[src/rtl/ptc_pkg.sv]
package ptc_pkg;

    localparam int PSC_W = 10;

    typedef enum logic [1:0] {
        SYNC_RAW     = 2'd0,
        SYNC_TICK    = 2'd1,
        SYNC_RESTART = 2'd2,
        SYNC_TICK2   = 2'd3
    } sync_e;

    typedef struct packed {
        logic ovf;
        logic unf;
    } wrap_flags_t;

    // terminal value of the divider for each select code
    function automatic logic [PSC_W-1:0] psc_limit(input logic [2:0] sel);
        case (sel)
            3'd0:    return PSC_W'(0);
            3'd1:    return PSC_W'(1);
            3'd2:    return PSC_W'(3);
            3'd3:    return PSC_W'(7);
            3'd4:    return PSC_W'(63);
            3'd5:    return PSC_W'(255);
            default: return PSC_W'(1023);
        endcase
    endfunction

    function automatic logic wraps_on_raw(input sync_e m);
        return (m == SYNC_RAW) || (m == SYNC_RESTART);
    endfunction

endpackage

[src/rtl/ptc_prescaler.sv]
module ptc_prescaler
    import ptc_pkg::*;
(
    input  logic       clk,
    input  logic       rst,
    input  logic       clr,
    input  logic       run,
    input  logic       restart,
    input  logic [2:0] sel,
    output logic       tick
);
    logic [PSC_W-1:0] div_q;
    logic [PSC_W-1:0] limit;

    assign limit = psc_limit(sel);
    assign tick  = run && (div_q >= limit);

    always_ff @(posedge clk) begin
        if (rst || clr || restart) begin
            div_q <= '0;
        end else if (run) begin
            if (tick) div_q <= '0;
            else      div_q <= div_q + 1'b1;
        end
    end
endmodule

[src/rtl/ptc_counter.sv]
module ptc_counter
    import ptc_pkg::*;
#(
    parameter int CNT_W = 16
)(
    input  logic             clk,
    input  logic             rst,
    input  logic             clr,
    input  logic             en,
    input  logic             dir_down,
    input  logic             one_shot,
    input  logic             evt_mode,
    input  logic             evt,
    input  logic             tick,
    input  sync_e            sync_mode,
    input  logic [CNT_W-1:0] top,
    input  logic             wr,
    input  logic [CNT_W-1:0] wdata,
    output logic [CNT_W-1:0] cnt,
    output wrap_flags_t      flags,
    output logic             wrap,
    output logic             active
);
    logic [CNT_W-1:0] cnt_q;
    logic             stop_q;
    wrap_flags_t      flags_q;
    logic             at_end;
    logic             step;

    assign active = en && !stop_q;
    assign at_end = dir_down ? (cnt_q == '0) : (cnt_q == top);
    assign step   = evt_mode ? evt : tick;
    assign wrap   = active && at_end &&
                    (step || (!evt_mode && wraps_on_raw(sync_mode)));

    always_ff @(posedge clk) begin
        if (rst || clr) begin
            cnt_q   <= '0;
            stop_q  <= 1'b0;
            flags_q <= '0;
        end else begin
            flags_q.ovf <= wrap && !dir_down;
            flags_q.unf <= wrap && dir_down;
            if (!en && wr) begin
                cnt_q  <= wdata;
                stop_q <= 1'b0;
            end else if (wrap) begin
                cnt_q <= dir_down ? top : '0;
                if (one_shot) stop_q <= 1'b1;
            end else if (active && step) begin
                cnt_q <= dir_down ? cnt_q - 1'b1 : cnt_q + 1'b1;
            end
        end
    end

    assign cnt   = cnt_q;
    assign flags = flags_q;
endmodule

[src/rtl/ptc_channel.sv]
module ptc_channel #(
    parameter int CNT_W = 16
)(
    input  logic             clk,
    input  logic             rst,
    input  logic             clr,
    input  logic             cap_en,
    input  logic             strobe,
    input  logic             inv,
    input  logic             wrap,
    input  logic [CNT_W-1:0] cnt,
    output logic [CNT_W-1:0] cap,
    output logic             wave
);
    logic [CNT_W-1:0] cap_q;
    logic             tog_q;

    always_ff @(posedge clk) begin
        if (rst || clr) begin
            cap_q <= '0;
            tog_q <= 1'b0;
        end else begin
            if (cap_en && strobe) cap_q <= cnt;
            if (wrap)             tog_q <= ~tog_q;
        end
    end

    assign cap  = cap_q;
    assign wave = tog_q ^ inv;
endmodule

[src/rtl/ptc_timer.sv]
module ptc_timer
    import ptc_pkg::*;
#(
    parameter int CNT_W  = 16,
    parameter int NUM_CH = 2
)(
    input  logic                    clk,
    input  logic                    rst,
    input  logic                    en_i,
    input  logic                    swrst_i,
    input  logic                    dir_down_i,
    input  logic                    one_shot_i,
    input  logic [2:0]              psc_sel_i,
    input  logic [1:0]              sync_mode_i,
    input  logic                    evt_mode_i,
    input  logic                    evt_i,
    input  logic [CNT_W-1:0]        top_i,
    input  logic                    cnt_wr_i,
    input  logic [CNT_W-1:0]        cnt_wdata_i,
    input  logic [NUM_CH-1:0]       cap_en_i,
    input  logic [NUM_CH-1:0]       cap_strobe_i,
    input  logic [NUM_CH-1:0]       inv_en_i,
    output logic [CNT_W-1:0]        count_o,
    output logic                    ovf_o,
    output logic                    unf_o,
    output logic [NUM_CH*CNT_W-1:0] cap_o,
    output logic [NUM_CH-1:0]       wave_o
);
    sync_e       sync_mode;
    logic        tick;
    logic        wrap;
    logic        active;
    wrap_flags_t flags;

    assign sync_mode = sync_e'(sync_mode_i);

    ptc_prescaler u_psc (
        .clk     (clk),
        .rst     (rst),
        .clr     (swrst_i),
        .run     (active && !evt_mode_i),
        .restart (wrap && (sync_mode == SYNC_RESTART) && !evt_mode_i),
        .sel     (psc_sel_i),
        .tick    (tick)
    );

    ptc_counter #(.CNT_W(CNT_W)) u_cnt (
        .clk       (clk),
        .rst       (rst),
        .clr       (swrst_i),
        .en        (en_i),
        .dir_down  (dir_down_i),
        .one_shot  (one_shot_i),
        .evt_mode  (evt_mode_i),
        .evt       (evt_i),
        .tick      (tick),
        .sync_mode (sync_mode),
        .top       (top_i),
        .wr        (cnt_wr_i),
        .wdata     (cnt_wdata_i),
        .cnt       (count_o),
        .flags     (flags),
        .wrap      (wrap),
        .active    (active)
    );

    assign ovf_o = flags.ovf;
    assign unf_o = flags.unf;

    for (genvar c = 0; c < NUM_CH; c++) begin : g_ch
        ptc_channel #(.CNT_W(CNT_W)) u_ch (
            .clk    (clk),
            .rst    (rst),
            .clr    (swrst_i),
            .cap_en (cap_en_i[c]),
            .strobe (cap_strobe_i[c]),
            .inv    (inv_en_i[c]),
            .wrap   (wrap),
            .cnt    (count_o),
            .cap    (cap_o[c*CNT_W +: CNT_W]),
            .wave   (wave_o[c])
        );
    end
endmodule

[config.mk]
export PLATFORM = sky130hd
export DESIGN_NAME = ptc_timer
export DESIGN_NICKNAME = d
export VERILOG_FILES = /design/src/rtl/ptc_pkg.sv /design/src/rtl/ptc_prescaler.sv /design/src/rtl/ptc_counter.sv /design/src/rtl/ptc_channel.sv /design/src/rtl/ptc_timer.sv
export SDC_FILE = /design/constraint.sdc
export NUM_CORES = 1
export LEC_CHECK = 0
export CAP_MARGIN = 20
export CORE_MARGIN = 4
export CORE_UTILIZATION = 25
export CTS_CLUSTER_DIAMETER = 120
export DETAILED_ROUTE_END_ITERATION = 16
export DONT_BUFFER_PORTS = 1
export GPL_ROUTABILITY_DRIVEN = 0
export HOLD_SLACK_MARGIN = 0.02
export MAX_ROUTING_LAYER = met4
export PLACE_DENSITY = 0.52
export REMOVE_ABC_BUFFERS = 1
export SKIP_LAST_GASP = 1
export SYNTH_ARGS = -nofsm -noshare
export SYNTH_HDL_FRONTEND = slang
export SYNTH_HIERARCHICAL = 1
export SYNTH_SLANG_ARGS = --single-unit
[constraint.sdc]
create_clock -name clk -period 4.34 [get_ports clk]
set_clock_uncertainty 0.15 [all_clocks]
set_input_delay 0.868 -clock clk [delete_from_list [all_inputs] [get_ports clk]]
set_output_delay 0.868 -clock clk [all_outputs]
set_load 0.05 [all_outputs]
==> run metrics <==
status complete, no violations; Layout Nets 579; Post-synth ARST share 0%; DRC Markers 0; IO buf count 0; max-slew violations 0; relative slew slack 32.6%; synthesized area 4390 sq um; # hold bufs at CTS 0; wire length on met3 1350 um; DP Wirelength 10800 um; Lkg Pwr 0.00180 uW; Total Wirelength 14400 um; CTS buffer count 9; footprint of the multi-input gates 2900 sq um; critical path class input pin to register; initial antenna violation count 2; DRT met1 WL 5990 um; Max Cap Violations 0; synthesized area per cell 8.76 sq um; Worst-path clk slew 0.06 ns; Hold WS 0.313 ns; library cells used by synthesis 74; layout cell share with drive strength beyond 1 21.1%; hold violation total from the final report 0; I/O pins 104; first-pass GRT wire length 21500 um; most common cell after layout, fill and taps aside dfxtp_1; maximum number of pins on one net before global-route repair 33; Vias 3850; Gate Count Post-Synth 501; antenna-violating nets left 0; crit-path cells or3_2, ha_1, nand2b_1, a21oi_1, o221a_2, o21ai_4, o311ai_4, nor3_4, a31oi_2, inv_1, and4bb_2, nor3_1, buf_4, nor3b_2; met2 WL 6770 um; register area share after synthesis 28.7%; Yosys top cell area share 28.7%; largest cells by area after synthesis dfxtp_1 29%, a21bo_2 7.3%, ha_1 6.6%; Clock Sinks 63; worst path required time 4.45 ns; buffers and inverters on the worst path 2; Slew @ Worst Pin 1.01 ns; final cell count without fillers 734; First DRT Iteration DRCs 289; worst-path fanout max 10; Synthesis Warnings 6; grt total ovfl 0; HP Class register to register; critical path arrival 3.87 ns; Slowest-stage cell, CP or3_2; CTS resizes 0; cell taking the most area after synthesis dfxtp_1; DR pass1 iterations 7; Util after Layout 28.5%; min Tclk post-route 3.76 ns; htree depth 3; CTS tree done; Largest stage delay, worst path 0.46 ns; Starting Density 25.5%; Core ar. 17200 sq um; Post-synth EDFFs 0; Critical Path Sink Type register; routed vias/inst 5.25; PwrDens 325 nW/um^2; chip height 141 um; Max Used Layer met4; Peak VDD IR 0.216 mV; Clock Latency Late Sink 0.33 ns; Placed Cells 717; Synth Flop Type dfxtp_1; Longest Clk Path Bufs 2; number of global-route vias before repair 3673; Crit path max-delay family simple AND/OR/NAND/NOR gates; Total GRT Usage 14.7%; DR WL/cell 19.6 um; FF+latch area 1260 sq um; most frequent cells in the layout 63 x dfxtp_1, 45 x nand3_1, 42 x a21oi_1; Post-CTS Setup Repair Bufs 0; final worst-path cycle share 86.5%; fillers 1814; Die ar. 19700 sq um; CP startpoint kind input pin; CTS root buffer clkbuf_16; FMAX 0.266 GHz; # setup viols final 0; register bit total from synthesis 63; Die Wd 141 um; RSZ-0062 raised after global routing false; Area growth syn-to-layout 11.8%; Cell Rows 48
final cells by class:
class,instances,share of cell area [%]
clock buffers,11,4.74
clock inverters,4,0.969
well taps,225,5.74
multi-input cells,401,59.1
diodes,2,0.102
inverters,9,0.689
repair buffers,19,2.91
flip-flops and latches,63,25.7
cells in the mapped netlist, types with 3 or more instances:
library cell / n
dfxtp_1: 63
nand3_1: 45
a21oi_1: 42
nand2_1: 38
a21bo_2: 32
xnor2_1: 29
nor2_1: 28
ha_1: 23
a21oi_2: 18
buf_2: 14
o21ai_0: 14
xor2_1: 13
nor3_1: 10
inv_1: 9
a21o_1: 7
clkbuf_1: 6
nand4_1: 6
o221ai_1: 6
o211ai_1: 5
o21a_1: 5
o21ai_1: 5
buf_6: 4
nand2b_1: 4
nor4_1: 4
o21bai_1: 4
or2_1: 4
a211oi_1: 3
a31oi_1: 3
o211a_1: 3
or3_1: 3
power by group:
| part | switching [uW] | internal [uW] | leakage [uW] |
|---|---|---|---|
| combinational | 175 | 102 | 0.00115 |
| sequential | 31.1 | 590 | 0.000509 |
| clock | 258 | 439 | 0.000135 |
| total | 464 | 1130 | 0.00180 |
worst paths after layout:
check / slack, ns / start / depth (start not counted) / endpoint
min: 0.31 / u_cnt/cnt[9]$_SDFFE_PP0P_ / 2 / u_cnt/cnt[9]$_SDFFE_PP0P_
min reg2reg: 0.31 / u_cnt/cnt[9]$_SDFFE_PP0P_ / 2 / u_cnt/cnt[9]$_SDFFE_PP0P_
max: 0.58 / psc_sel_i[2] / 14 / u_psc/div_q[1]$_SDFFE_PP0P_
max reg2reg: 1.00 / u_psc/div_q[0]$_SDFFE_PP0P_ / 14 / u_psc/div_q[1]$_SDFFE_PP0P_
through the flow:
stage | worst slack, ns | total power (uW) | setup TNS (ns) | cell area (sq um)
2_1_floorplan | -0.403 | 831 | -2.63 | 4200
3_3_place_gp | 0.338 | 906 | 0 | 4620
3_5_place_dp | 0.292 | 907 | 0 | 4620
4_1_cts | 0.634 | 1610 | 0 | 4900
5_1_grt | 0.466 | 1670 | 0 | 4910
6_report | 0.585 | 1600 | 0 | 4910
state kept, by name, summed over array words and instances (netlist names):
signal,cells
g_ch.u_ch/tog_q,2
u_cnt/stop_q,1
u_cnt/flags,2
u_psc/div_q,10
g_ch.u_ch/cap,32
u_cnt/cnt,16
per-layer routing:
metal	GRT usage (%)	vias up
met4	4.69	0
met2	22.9	138
met5	-	-
met3	6.11	13
met1	17.1	1857
li1	-	1842
worst reg2reg max path, stage by stage, from the launching register on:
cell	delay, ns
dfxtp_1	0.49
inv_1	0.08
ha_1	0.29
nand2b_1	0.14
a21oi_1	0.17
o221a_2	0.27
o21ai_4	0.09
o311ai_4	0.34
nor3_4	0.08
a31oi_2	0.16
inv_1	0.15
and4bb_2	0.26
nor3_1	0.20
buf_4	0.22
nor3b_2	0.17
cell families after synthesis:
family / synth area share (%)
compound gates: 30.0
simple gates: 20.0
flops: 28.7
xor+xnor: 8.38
buf+inv: 5.16
fa+ha+maj: 7.01
mux: 0.741
Power figures use the tool's default switching activity.
